===== config.mk =====
export PLATFORM = sky130hd
export DESIGN_NAME = spi_byte_master
export DESIGN_NICKNAME = d
export VERILOG_FILES = /design/src/rtl/spim_pkg.sv /design/src/rtl/spim_halfclk.sv /design/src/rtl/spim_shifter.sv /design/src/rtl/spim_select.sv /design/src/rtl/spi_byte_master.sv
export SDC_FILE = /design/constraint.sdc
export NUM_CORES = 1
export LEC_CHECK = 0
export ABC_CLOCK_PERIOD_IN_PS = 3400
export BUFFER_PORTS_ARGS = -buffer_cell sky130_fd_sc_hd__buf_2
export CELL_PAD_IN_SITES_DETAIL_PLACEMENT = 1
export CELL_PAD_IN_SITES_GLOBAL_PLACEMENT = 1
export CORE_MARGIN = 3
export CORE_UTILIZATION = 45
export CTS_BUF_LIST = sky130_fd_sc_hd__clkbuf_4
export DETAILED_ROUTE_END_ITERATION = 12
export PLACE_DENSITY = 0.8
export SETUP_SLACK_MARGIN = 0.4
export SYNTH_ARGS = -nofsm -noshare
export SYNTH_HDL_FRONTEND = slang
export SYNTH_SLANG_ARGS = --single-unit

===== constraint.sdc =====
create_clock -name clk -period 3.4 [get_ports clk]
set_clock_uncertainty 0.05 [all_clocks]
set_input_delay 0.51 -clock clk [delete_from_list [all_inputs] [get_ports clk]]
set_output_delay 0.51 -clock clk [all_outputs]
set_load 0.02 [all_outputs]

===== src/rtl/spim_pkg.sv =====
package spim_pkg;

  // Configuration captured at the start of a transfer.
  typedef struct packed {
    logic cpol;
    logic cpha;
    logic lsb_first;
  } spim_mode_t;

  // Transfer phases: idle, the sixteen data half-periods, the select tail.
  typedef enum logic [1:0] {
    ST_IDLE  = 2'd0,
    ST_SHIFT = 2'd1,
    ST_TAIL  = 2'd2
  } spim_state_t;

endpackage


===== src/rtl/spim_halfclk.sv =====
module spim_halfclk #(
  parameter int unsigned DIV_W = 8,
  parameter int unsigned IDX_W = 5
) (
  input  logic             clk,
  input  logic             rst_n,
  input  logic             start,
  input  logic             run,
  input  logic [DIV_W-1:0] div_q,
  output logic             tick,
  output logic [IDX_W-1:0] half_idx
);

  logic [DIV_W-1:0] cnt;
  logic [DIV_W-1:0] limit;

  // A zero divider is treated as a one-cycle half-period.
  assign limit = (div_q == '0) ? DIV_W'(1) : div_q;
  assign tick  = run && (cnt == (limit - DIV_W'(1)));

  always_ff @(posedge clk or negedge rst_n) begin
    if (!rst_n) begin
      cnt      <= '0;
      half_idx <= '0;
    end else if (start) begin
      cnt      <= '0;
      half_idx <= '0;
    end else if (tick) begin
      cnt      <= '0;
      half_idx <= half_idx + IDX_W'(1);
    end else if (run) begin
      cnt      <= cnt + DIV_W'(1);
    end
  end

endmodule


===== src/rtl/spim_shifter.sv =====
module spim_shifter #(
  parameter int unsigned DATA_W = 8
) (
  input  logic              clk,
  input  logic              rst_n,
  input  logic              load,
  input  logic [DATA_W-1:0] load_data,
  input  logic              lsb_first,
  input  logic              sample_en,
  input  logic              shift_en,
  input  logic              miso,
  output logic              mosi,
  output logic [DATA_W-1:0] shreg
);

  logic samp_q;

  // The bit sampled mid-bit enters at the end opposite the one being sent.
  always_ff @(posedge clk or negedge rst_n) begin
    if (!rst_n) begin
      shreg  <= '0;
      samp_q <= 1'b0;
    end else if (load) begin
      shreg  <= load_data;
    end else begin
      if (sample_en) samp_q <= miso;
      if (shift_en) begin
        if (lsb_first) shreg <= {samp_q, shreg[DATA_W-1:1]};
        else           shreg <= {shreg[DATA_W-2:0], samp_q};
      end
    end
  end

  assign mosi = lsb_first ? shreg[0] : shreg[DATA_W-1];

endmodule


===== src/rtl/spim_select.sv =====
module spim_select (
  input  logic clk,
  input  logic rst_n,
  input  logic open_sel,
  input  logic drive,
  input  logic close_sel,
  output logic ss_n
);

  always_ff @(posedge clk or negedge rst_n) begin
    if (!rst_n)         ss_n <= 1'b1;
    else if (open_sel)  ss_n <= !drive;
    else if (close_sel) ss_n <= 1'b1;
  end

endmodule


===== src/rtl/spi_byte_master.sv =====
module spi_byte_master #(
  parameter int unsigned DATA_W = 8,
  parameter int unsigned DIV_W  = 8
) (
  input  logic              clk,
  input  logic              rst_n,
  input  logic              cfg_cpol,
  input  logic              cfg_cpha,
  input  logic              cfg_lsb_first,
  input  logic [DIV_W-1:0]  cfg_div,
  input  logic              cfg_fault_en,
  input  logic              cfg_sel_out_en,
  input  logic              tx_valid,
  output logic              tx_ready,
  input  logic [DATA_W-1:0] tx_data,
  output logic              rx_valid,
  output logic [DATA_W-1:0] rx_data,
  output logic              busy,
  output logic              sclk,
  output logic              mosi,
  input  logic              miso,
  output logic              ss_n
);
  import spim_pkg::*;

  localparam int unsigned HALVES = 2 * DATA_W;
  localparam int unsigned IDX_W  = $clog2(HALVES + 1);

  spim_state_t       state;
  spim_mode_t        mode_q;
  logic [DIV_W-1:0]  div_q;
  logic              accept;
  logic              tick;
  logic [IDX_W-1:0]  half_idx;
  logic              in_shift;
  logic              last_half;
  logic              tail_end;
  logic              sample_en;
  logic              shift_en;
  logic [DATA_W-1:0] shreg;

  assign tx_ready  = (state == ST_IDLE);
  assign busy      = (state != ST_IDLE);
  assign accept    = tx_valid && tx_ready;
  assign in_shift  = (state == ST_SHIFT);
  assign last_half = in_shift && tick && (half_idx == IDX_W'(HALVES - 1));
  assign tail_end  = (state == ST_TAIL) && tick;
  assign sample_en = in_shift && tick && !half_idx[0];
  assign shift_en  = in_shift && tick && half_idx[0];

  always_ff @(posedge clk or negedge rst_n) begin
    if (!rst_n) begin
      state  <= ST_IDLE;
      mode_q <= '0;
      div_q  <= '0;
    end else begin
      unique case (state)
        ST_IDLE: if (accept) begin
          state  <= ST_SHIFT;
          mode_q <= '{cpol: cfg_cpol, cpha: cfg_cpha, lsb_first: cfg_lsb_first};
          div_q  <= cfg_div;
        end
        ST_SHIFT: if (last_half) state <= ST_TAIL;
        ST_TAIL:  if (tick) state <= ST_IDLE;
        default:  state <= ST_IDLE;
      endcase
    end
  end

  always_ff @(posedge clk or negedge rst_n) begin
    if (!rst_n) begin
      rx_valid <= 1'b0;
      rx_data  <= '0;
    end else begin
      rx_valid <= tail_end;
      if (tail_end) rx_data <= shreg;
    end
  end

  // Even half-periods are idle-level for phase 0 and active for phase 1.
  always_comb begin
    unique case (state)
      ST_SHIFT: sclk = mode_q.cpol ^ (half_idx[0] ^ mode_q.cpha);
      ST_TAIL:  sclk = mode_q.cpol;
      default:  sclk = cfg_cpol;
    endcase
  end

  spim_halfclk #(.DIV_W(DIV_W), .IDX_W(IDX_W)) u_halfclk (
    .clk      (clk),
    .rst_n    (rst_n),
    .start    (accept),
    .run      (busy),
    .div_q    (div_q),
    .tick     (tick),
    .half_idx (half_idx)
  );

  spim_shifter #(.DATA_W(DATA_W)) u_shifter (
    .clk       (clk),
    .rst_n     (rst_n),
    .load      (accept),
    .load_data (tx_data),
    .lsb_first (mode_q.lsb_first),
    .sample_en (sample_en),
    .shift_en  (shift_en),
    .miso      (miso),
    .mosi      (mosi),
    .shreg     (shreg)
  );

  spim_select u_select (
    .clk       (clk),
    .rst_n     (rst_n),
    .open_sel  (accept),
    .drive     (cfg_fault_en && cfg_sel_out_en),
    .close_sel (tail_end),
    .ss_n      (ss_n)
  );

endmodule


* Word-level counts from Yosys, hierarchy flattened
Cells that the tools add are included.
Word-level totals: register bits after elaboration 45, bits of input ports 25
Cells by class: reduce and logical (&&, ||, !) cells 20, equal/unequal tests 7, mux-type cells 17, bitwise logic cells 3, add/sub/neg operators 3
Operators with widths (count):
- $mux W8 | 7
- $mux W5 | 2
- $add A8 B1 Y8 const B | 1
- $eq A8 B8 Y1 | 1
- $logic_and A1 B1 Y1 | 8
- $logic_not A8 Y1 | 1
- $reduce_bool A2 Y1 | 4
- $sub A8 B1 Y8 const B | 1
- $mux W2 | 3
- $pmux W2 S3 | 1
- $add A5 B1 Y5 const B | 1
- $eq A5 B4 Y1 const B | 1
- $ne A2 B1 Y1 const B | 2
- $reduce_and A2 Y1 | 2
- $mux W1 | 3
- $reduce_and A3 Y1 | 1
- $reduce_bool A3 Y1 | 1
- $eq A2 B1 Y1 const B | 1
- $eq A2 B2 Y1 const B | 1
- $logic_not A1 Y1 | 2
- $logic_not A2 Y1 | 1
- $ne A2 B2 Y1 const B | 1
- $pmux W1 S2 | 1
- $xor A1 B1 Y1 | 2
- $not A1 Y1 | 1

* Depth between registers and ports, before layout
Gate-level depths: netlist of the first run.
depth after elaboration 9, mapped depth 10, gate-level depth less buffers 9

* Cells and area by module
From an unflattened synthesis of the first run, not the netlist that was laid out.
Second synthesis, totals: cell total of the unflattened synthesis 222, area total of the unflattened synthesis 2555.0 um^2
Modules (own cells, without submodules):
- spim_halfclk | area each 1008.5 um^2, cells an instance 100, times used 1
- spi_byte_master | area each 978.4 um^2, cells an instance 71, times used 1
- spim_shifter | area each 531.8 um^2, cells an instance 48, times used 1
- spim_select | area each 36.3 um^2, cells an instance 3, times used 1

* Least setup slack after synthesis of the first run
OpenSTA, ideal clock, no wires.
path type register -> register, start point register div_q[3], end point register rx_data[0], stages on the path, launching flop included 11, required time 3.225 ns, data arrival time 3.014 ns, slack 0.211 ns, path buffers 1, setup time 0.125 ns, clock period less this slack 3.189 ns, cell sequence dfrtp_1 -> nor4_1 -> a21oi_1 -> ha_1 -> xor2_1 -> nand2_1 -> or3b_4 -> nor4_4 -> and3_1 -> buf_6 -> mux2_2
Between the ends: longest elaborated chain between the ends 6
RTL lines:
- start, declared | line spi_byte_master.sv:31 | logic [DIV_W-1:0] div_q;
- start signal, assigned | line spi_byte_master.sv:61 | div_q <= cfg_div;
- $logic_not A8 Y1 | line spim_halfclk.sv:18 | assign limit = (div_q == '0) ? DIV_W'(1) : div_q;
- $mux W8 (*) | line spim_halfclk.sv:18
- $sub A8 B1 Y8 (*) | line spim_halfclk.sv:19 | assign tick = run && (cnt == (limit - DIV_W'(1)));
- $eq A8 B8 Y1 (*) | line spim_halfclk.sv:19
- $logic_and A1 B1 Y1 (*) | line spim_halfclk.sv:19
- $logic_and A1 B1 Y1 (*) | line spi_byte_master.sv:47 | assign tail_end = (state == ST_TAIL) && tick;
- named net tail_end | line spi_byte_master.sv:37 | logic tail_end;
- end signal, assigned | line spi_byte_master.sv:76 | if (tail_end) rx_data <= shreg;
- end, declared | line spi_byte_master.sv:17 | output logic [DATA_W-1:0] rx_data,
The timed path passes the listed nets; every way through them passes the cells marked *. A chain may end at the register's enable or synchronous reset.

* Worst setup path in the final report of the first run
start point register div_q[3], end point register u_halfclk.cnt[0]
Between the ends: longest elaborated chain between the ends 7, elaborated cells on any way between the ends 8, classes of those cells add/sub (1); eq/ne (1); mux (3); reduce/logical (3)
RTL lines:
- $logic_not A8 Y1 | line spim_halfclk.sv:18
- $mux W8 (*) | line spim_halfclk.sv:18
- $sub A8 B1 Y8 (*) | line spim_halfclk.sv:19
- $eq A8 B8 Y1 (*) | line spim_halfclk.sv:19
- $logic_and A1 B1 Y1 (*) | line spim_halfclk.sv:19
- $mux W8 | line spim_halfclk.sv:28 | end else if (tick) begin
- $mux W8 | line spim_halfclk.sv:25 | end else if (start) begin
- end signal, assigned | line spim_halfclk.sv:32 | cnt <= cnt + DIV_W'(1);
- end, declared | line spim_halfclk.sv:14 | logic [DIV_W-1:0] cnt;
Mark *: on every way between the ends. The rest lies on a longest branch, timed or not.

==> key figures, run 1 <==
Floorplan
  – Die area: 6426 um2
  – Initial core utilization: 0.4755
  – Core area: 5205 um2
  – Row count: 26
  – I/O Pins: 39
  – Die H: 80.16 um
  – Die width: 80.16 um

Placed design
  – Dpl cell area: 2736 um2
  – Placed insts: 355
  – Setup slack after placement: 0.1924 ns
  – Routability cong.: 0.7943
  – PortBufs: 38
  – Dpl hpwl: 4.255 mm

GRT
  – Total gr overflow: 0
  – All-layer global routing usage: 0.2088
  – First-pass GRT wire length: 10.35 mm
  – Antenna violations before repair: 0
  – Largest net degree at the start of global routing: 46
  – Vias in the first global route: 2103

Timing
  – Least-Margin Pin Slew: 1.038 ns
  – Final number of max-transition violations: 0
  – Fin. Hold Viols: 0
  – Setup TNS: 0 ns
  – FMAX: 336.2 MHz
  – Min Tclk post-route: 2.974 ns
  – Slew headroom: 0.3080
  – RSZ-0062 raised after global routing: true
  – Setup WS post-layout: 0.4257 ns
  – Final Setup Violations: 0
  – Hold Slack: 0.2481 ns
  – Tcrit/Tclk final: 0.8748

Clock network
  – Root Driver: clkbuf_4
  – Cts hold-fix bufs: 0
  – Num CTS Buffers: 5
  – Insertion delay to the later sink of the worst-skew pair: 0.37 ns
  – H-tree Lvls: 2
  – Sink Count: 45
  – Max clock buf depth: 2
  – Clk slew on worst S/H paths: 0.14 ns
  – CTS tree: yes

Yosys
  – Cells after synthesis: 254
  – Yosys reg bits: 45
  – Sequential area share after synthesis: 0.4555
  – Post-synth design cell area: 2475 um2
  – Synth cell types: 47
  – Top_reg_cell synth: dfrtp_1
  – Avg Inst Size Synth: 9.744 um2
  – Async SR Flop Fraction: 1.000
  – Number of synthesized flops with an enable pin: 0
  – Yosys warning total: 0
  – Mapped Nets: 286

Setup path
  – Top fanout value on the critical path: 5
  – Worst reg2reg path depth: 11
  – Critical Setup Path Class: reg2reg
  – Critical path startpoint: div_q[3]
  – Crit end category: register
  – CP required: 3.62 ns
  – Worst EP arrival: 3.19 ns
  – Critical R2R Capture: u_halfclk.cnt[0]
  – Startpoint types: register
  – Largest stage delay, worst path: 0.51 ns
  – Slowest cell on the critical path: or4_4
  – Flop2flop setup slack: 0.43 ns
  – Setup crit end: u_halfclk.cnt[0]
  – Cells along the critical path: nor4_4 > a21oi_2 > ha_1 > xor2_1 > nand2_1 > or3b_4 > or4_4 > nor2_4 > buf_6 > buf_12 > nor2_2
  – Reg-to-Reg Start: div_q[3]

Detailed routing
  – Final WL: 6.197 mm
  – Top Metal Used: met4
  – Metal-1 WL: 2.781 mm
  – Wire length on met2: 3.028 mm
  – Initial DRC Count: 79
  – Drt wl/cell: 16.70 um
  – Drt via density: 5.477
  – Final ANT Viol Nets: 0
  – First-pass DRT Iterations: 4
  – DRC violations left: 0
  – Via count: 2032
  – Routed wl met3: 238 um

Pwr
  – Leak pwr: 1.411 nW
  – Power density over cell area: 790.6 nW/um2
  – Peak supply drop: 0.4308 mV

Worst hold path
  – Hold WC Path Type: in2async

Cells and area
  – Share of cells above drive strength 1: 0.3090
  – Fillers: 610
  – Area Growth Syn to Fin: 19.57%
  – Antenna cell count: 0
  – Final nets: 332
  – Cell Count, Final, Fillers Out: 371
  – Final instance area: 2959 um2

Flow run
  – Max-cap violations: 0

Outcome
  – Status: completed
sequential cells by signal, indices dropped and copies added, names as in the netlist:
signal / cells
rx_valid: 1
u_halfclk.cnt: 8
div_q: 8
u_select.ss_n: 1
rx_data: 8
u_shifter.shreg: 8
mode_q: 3
u_shifter.samp_q: 1
u_halfclk.half_idx: 5
state: 2
critical path: cells and delay by family (launching register included):
| kind | cells | cell delay, ns |
|---|---|---|
| flops | 1 | 0.45 |
| simple gates | 6 | 1.52 |
| xor+xnor | 1 | 0.16 |
| fa+ha+maj | 1 | 0.31 |
| compound gates | 1 | 0.11 |
| buf+inv | 2 | 0.28 |
synth_stat cells (5+ instances only):
library cell,n,area share
nand2_1,49,0.074
dfrtp_1,44,0.44
o21ai_0,20,0.040
mux2_2,17,0.077
nor2_1,17,0.026
mux2i_1,13,0.053
clkbuf_1,9,0.014
ha_1,7,0.035
inv_1,7,0.011
nand3_1,6,0.012
xor2_1,6,0.021
and3_1,5,0.013
repair_timing:
| item | CTS | global route |
|---|---|---|
| pin swaps | 2 | 8 |
| gates cloned | 1 | 0 |
| setup endpoints to repair | 28 | 29 |
| gates resized for setup | 9 | 11 |
| setup buffers | 4 | 3 |
where the power goes:
| group | switching [mW] | leakage [nW] | internal, mW |
|---|---|---|---|
| Clock | 0.180 | 0.0389 | 0.152 |
| Sequential | 0.216 | 0.588 | 0.689 |
| Combinational | 0.617 | 0.784 | 0.485 |
cell families (layout without fill, tap and decap cells):
group,Yosys count,after routing,share of synthesized area
buf+inv,18,65,0.03185
compound gates,44,44,0.1178
xor+xnor,10,10,0.03539
simple gates,99,99,0.1896
fa+ha+maj,7,7,0.03539
flops,45,45,0.4555
mux,31,31,0.1345
area by class of cell:
| cell class | count | area (um2) | share of cell area |
|---|---|---|---|
| Clock buffer | 5 | 37.54 | 0.01268 |
| Clock inverter | 3 | 41.29 | 0.01395 |
| Inverter | 7 | 26.28 | 0.008879 |
| Multi-Input combinational cell | 191 | 1338 | 0.4520 |
| Sequential cell | 45 | 1131 | 0.3822 |
| Tap cell | 70 | 87.58 | 0.02960 |
| Timing Repair Buffer | 50 | 297.8 | 0.1006 |
cell usage in the layout (no fill, tap or decap), types with 3 or more instances in the layout:
cell type,synthesis,layout
nand2_1,49,49
dfrtp_1,44,41
buf_2,0,39
o21ai_0,20,20
mux2_2,17,17
nor2_1,17,13
mux2i_1,13,13
buf_4,1,8
inv_1,7,7
ha_1,7,7
xor2_1,6,6
nand3_1,6,6
clkbuf_4,0,5
nand2b_1,4,4
xnor2_1,4,4
a22oi_1,4,4
and3_1,5,4
nor2_4,0,4
nor3_1,4,3
dfrtp_2,0,3
how the worst min path moves through the flow:
| stage | start | end | slack [ns] | cells past startpoint |
|---|---|---|---|---|
| finish | rst_n | u_halfclk.cnt[4] | 0.25 | 1 |
| global route | cfg_div[7] | div_q[7] | 0.27 | 3 |
| CTS | cfg_div[5] | div_q[5] | 0.26 | 3 |
| detailed placement | rx_data[7] | rx_data[7] | 0.43 | 1 |
| global placement | mode_q[2] | mode_q[2] | 0.43 | 2 |
| floorplan | rst_n | div_q[0] | 0.16 | 0 |
stage by stage:
stage                     utilization  power (mW)
after detailed placement       0.5257       1.872
after CTS                      0.5565       2.287
after global placement         0.5257       1.819
after floorplan                     -       1.601
final                          0.5685       2.339
after global routing           0.5685       2.531
metal layers:
metal / global-route usage / vias up
li1: - / 977
met1: 0.2747 / 1000
met2: 0.3477 / 40
met3: 0.04372 / 15
met4: 0.05743 / 0
met5: 0 / -
No activity file was read; power rests on OpenSTA's default activity.
==> run 2, diff against run 1 <==
--- a/config.mk
+++ b/config.mk
@@ -9,10 +9,12 @@
 export BUFFER_PORTS_ARGS = -buffer_cell sky130_fd_sc_hd__buf_2
 export CELL_PAD_IN_SITES_DETAIL_PLACEMENT = 1
 export CELL_PAD_IN_SITES_GLOBAL_PLACEMENT = 1
+export CORE_ASPECT_RATIO = 0.5
 export CORE_MARGIN = 3
 export CORE_UTILIZATION = 45
 export CTS_BUF_LIST = sky130_fd_sc_hd__clkbuf_4
 export DETAILED_ROUTE_END_ITERATION = 12
+export MAX_ROUTING_LAYER = met4
 export PLACE_DENSITY = 0.8
 export SETUP_SLACK_MARGIN = 0.4
 export SYNTH_ARGS = -nofsm -noshare
==> run 2 against run 1 <==
Routed wire length is 3.6% higher. Global-route usage is 0.87 points higher. Setup slack better by 0.071 ns. Critical endpoint is now rx_data[0]. Fmax is 2.5% higher. Combinational power hardly changed. Critical path type unchanged. Largest power group unchanged.
==> key figures, run 2 (synthesis gave the netlist of run 1 again) <==
Setup path
  – Slowest cell on the critical path: dfrtp_2
  – Flop2flop setup slack: 0.50 ns (+0.07 ns)
  – Critical path's top delay family: simple AND/OR/NAND/NOR gates
  – Worst EP arrival: 3.12 ns (-0.07 ns)
  – Crit end category: register
  – Largest stage delay, worst path: 0.45 ns (-0.06 ns)
  – Cells along the critical path: nor4_4 > a21oi_2 > ha_1 > xor2_1 > nand2_1 > or3b_4 > nor4_4 > and3_4 > buf_4 > mux2_2
  – Top fanout value on the critical path: 4 (-1)
  – CP required: 3.62 ns (about the same)
  – Most frequent CP cell: nor4_4
  – Critical Setup Path Class: reg2reg
  – Startpoint types: register
  – Bufs and invs on worst path: 1 (-1)

Timing
  – Tcrit/Tclk final: 0.8539 (-0.02094)
  – FMAX: 344.5 MHz (+2.5%)
  – Min Tclk post-route: 2.903 ns (-0.07119 ns)
  – Setup WS post-layout: 0.4969 ns (+0.07119 ns)
  – Least-Margin Pin Slew: 1.017 ns (-0.02099 ns)
  – RSZ-0062 raised after global routing: true
  – Slew headroom: 0.3220 (+0.01399)
  – Final Setup Violations: 0 (unchanged)
  – Fin. Hold Viols: 0 (unchanged)
  – Final number of max-transition violations: 0 (unchanged)
  – Setup TNS: 0 ns (unchanged)

Floorplan
  – Row count: 18 (-31%)
  – I/O Pins: 39 (unchanged)
  – Core area: 5112 um2 (-1.8%)
  – Die area: 6480 um2 (+0.84%)
  – Initial core utilization: 0.4841 (+0.008611)
  – Die width: 110.9 um (+38%)
  – Die H: 58.44 um (-27%)

Pwr
  – Power density over cell area: 770.8 nW/um2 (-2.5%)
  – Sw frac: 0.4488 (+0.01585)
  – Sequential Power Share: 0.397 (+0.010)
  – Peak supply drop: 0.3012 mV (-30%)
  – Comb power frac: 0.486 (+0.015)
  – Internal power: 1.253 mW (-5.5%)
  – P_sw: 1.020 mW (+0.72%)
  – Leak pwr: 1.435 nW (+1.7%)
  – Clock power share: 0.117 (-0.025)

Detailed routing
  – Routed wl met3: 187 um (-21%)
  – First-pass DRT Iterations: 4 (unchanged)
  – Top Metal Used: met4
  – Via count: 2076 (+2.2%)
  – Wire length on met2: 3.119 mm (+3.0%)
  – Metal-1 WL: 3.019 mm (+8.6%)
  – Drt via density: 5.551 (+1.3%)
  – Final ANT Viol Nets: 0 (unchanged)
  – Final WL: 6.421 mm (+3.6%)
  – Initial DRC Count: 61 (-23%)
  – DRC violations left: 0 (unchanged)
  – Drt wl/cell: 17.17 um (+2.8%)

Cells and area
  – Share of cells above drive strength 1: 0.3125 (+0.003530)
  – Most frequent cells in the layout: nand2_1, dfrtp_1, buf_2, o21ai_0, nor2_1
  – Final nets: 335 (+0.90%)
  – Antenna cell count: 0 (unchanged)
  – Commonest non-fill, non-tap cell in the layout: nand2_1
  – Area Growth Syn to Fin: 19.16%
  – Fillers: 590 (-3.3%)

GRT
  – Total gr overflow: 0 (unchanged)
  – All-layer global routing usage: 0.2175 (+0.008703)
  – Largest net degree at the start of global routing: 46 (unchanged)
  – Antenna violations before repair: 0 (unchanged)
  – First-pass GRT wire length: 10.86 mm (+4.9%)
  – Vias in the first global route: 2198 (+4.5%)

Clock network
  – Insertion delay to the later sink of the worst-skew pair: 0.38 ns (about the same)
  – Sink Count: 45 (unchanged)
  – Clk slew on worst S/H paths: 0.15 ns (about the same)
  – Root Driver: clkbuf_4
  – CTS tree: yes
  – H-tree Lvls: 2 (unchanged)
  – Cts hold-fix bufs: 0 (unchanged)
  – Num CTS Buffers: 5 (unchanged)
  – Max clock buf depth: 2 (unchanged)

Worst hold path
  – Hold WC Path Type: in2async

Placed design
  – PortBufs: 38 (unchanged)
  – Setup slack after placement: 0.1844 ns (-0.007956 ns)
  – Routability cong.: 0.8500 (+7.0%)
  – Dpl hpwl: 4.461 mm (+4.8%)

Flow run
  – Max-cap violations: 0 (unchanged)

Outcome
  – Status: completed
==> run 2: cell types whose count changed in the layout (fill, tap and decap cells not counted), moves of 2 or more <==
| cell | before | now |
|---|---|---|
| nor2_1 | 13 | 17 |
| buf_4 | 8 | 11 |
| mux2_4 | 0 | 2 |
| nor2_4 | 4 | 1 |
==> run 2: layout make-up <==
| cell class | instances | area, um2 | area share |
|---|---|---|---|
| Clock buffer | 5 | 37.54 | 0.01273 |
| Tap cell | 70 | 87.58 | 0.02970 |
| Clock inverter | 3 | 17.52 | 0.005940 |
| Timing Repair Buffer | 53 | 320.3 | 0.1086 |
| Multi-Input combinational cell | 191 | 1329 | 0.4506 |
| Inverter | 7 | 26.28 | 0.008910 |
| Sequential cell | 45 | 1131 | 0.3835 |
==> run 2: metrics by stage <==
step / util / instance area, um2 / power (mW) / hold slack, ns / cells
floorplan: - / 2481 / 1.601 / 0.1644 / 254
global placement: 0.5352 / 2736 / 1.811 / 0.4229 / 355
detailed placement: 0.5352 / 2736 / 1.881 / 0.4401 / 355
CTS: 0.5649 / 2888 / 2.222 / 0.2569 / 370
global route: 0.5768 / 2949 / 2.456 / 0.2599 / 374
finish: 0.5768 / 2949 / 2.273 / 0.2319 / 374
==> run 2: path summary, 6_finish.rpt <==
path / depth (start not counted) / start / end
hold / removal: 1 / rst_n / u_halfclk.cnt[4]
setup / recovery: 10 / div_q[3] / rx_data[0]
max in group asynchronous: 1 / rst_n / div_q[5]
min in group clk: 3 / cfg_div[4] / div_q[4]
hold reg to reg: 2 / mode_q[2] / mode_q[2]
setup reg to reg: 10 / div_q[3] / rx_data[0]
==> run 2: power by group through the flow <==
stage	Sequential [mW]	Clock, mW	Combinational, mW
after floorplan	0.821	0	0.780
final	0.902	0.267	1.10
after global placement	0.892	0	0.919
after CTS	0.894	0.274	1.05
after global routing	0.926	0.299	1.23
after detailed placement	0.903	0	0.978
==> run 2: layer usage <==
metal  vias up  track usage
li1        981            -
met1      1054       0.2639
met2        31       0.3776
met3        10      0.04107
met4         0      0.06842
met5         -            -
==> run 2: what timing repair did <==
item                                    in CTS  in global routing
endpoints found under the setup margin      30                 31
resized for setup                           12                  5
gates cloned                                 1                  1
buffers inserted                             6                  3
pin swaps                                    7                  4
endpoints found under the hold margin        0                  0
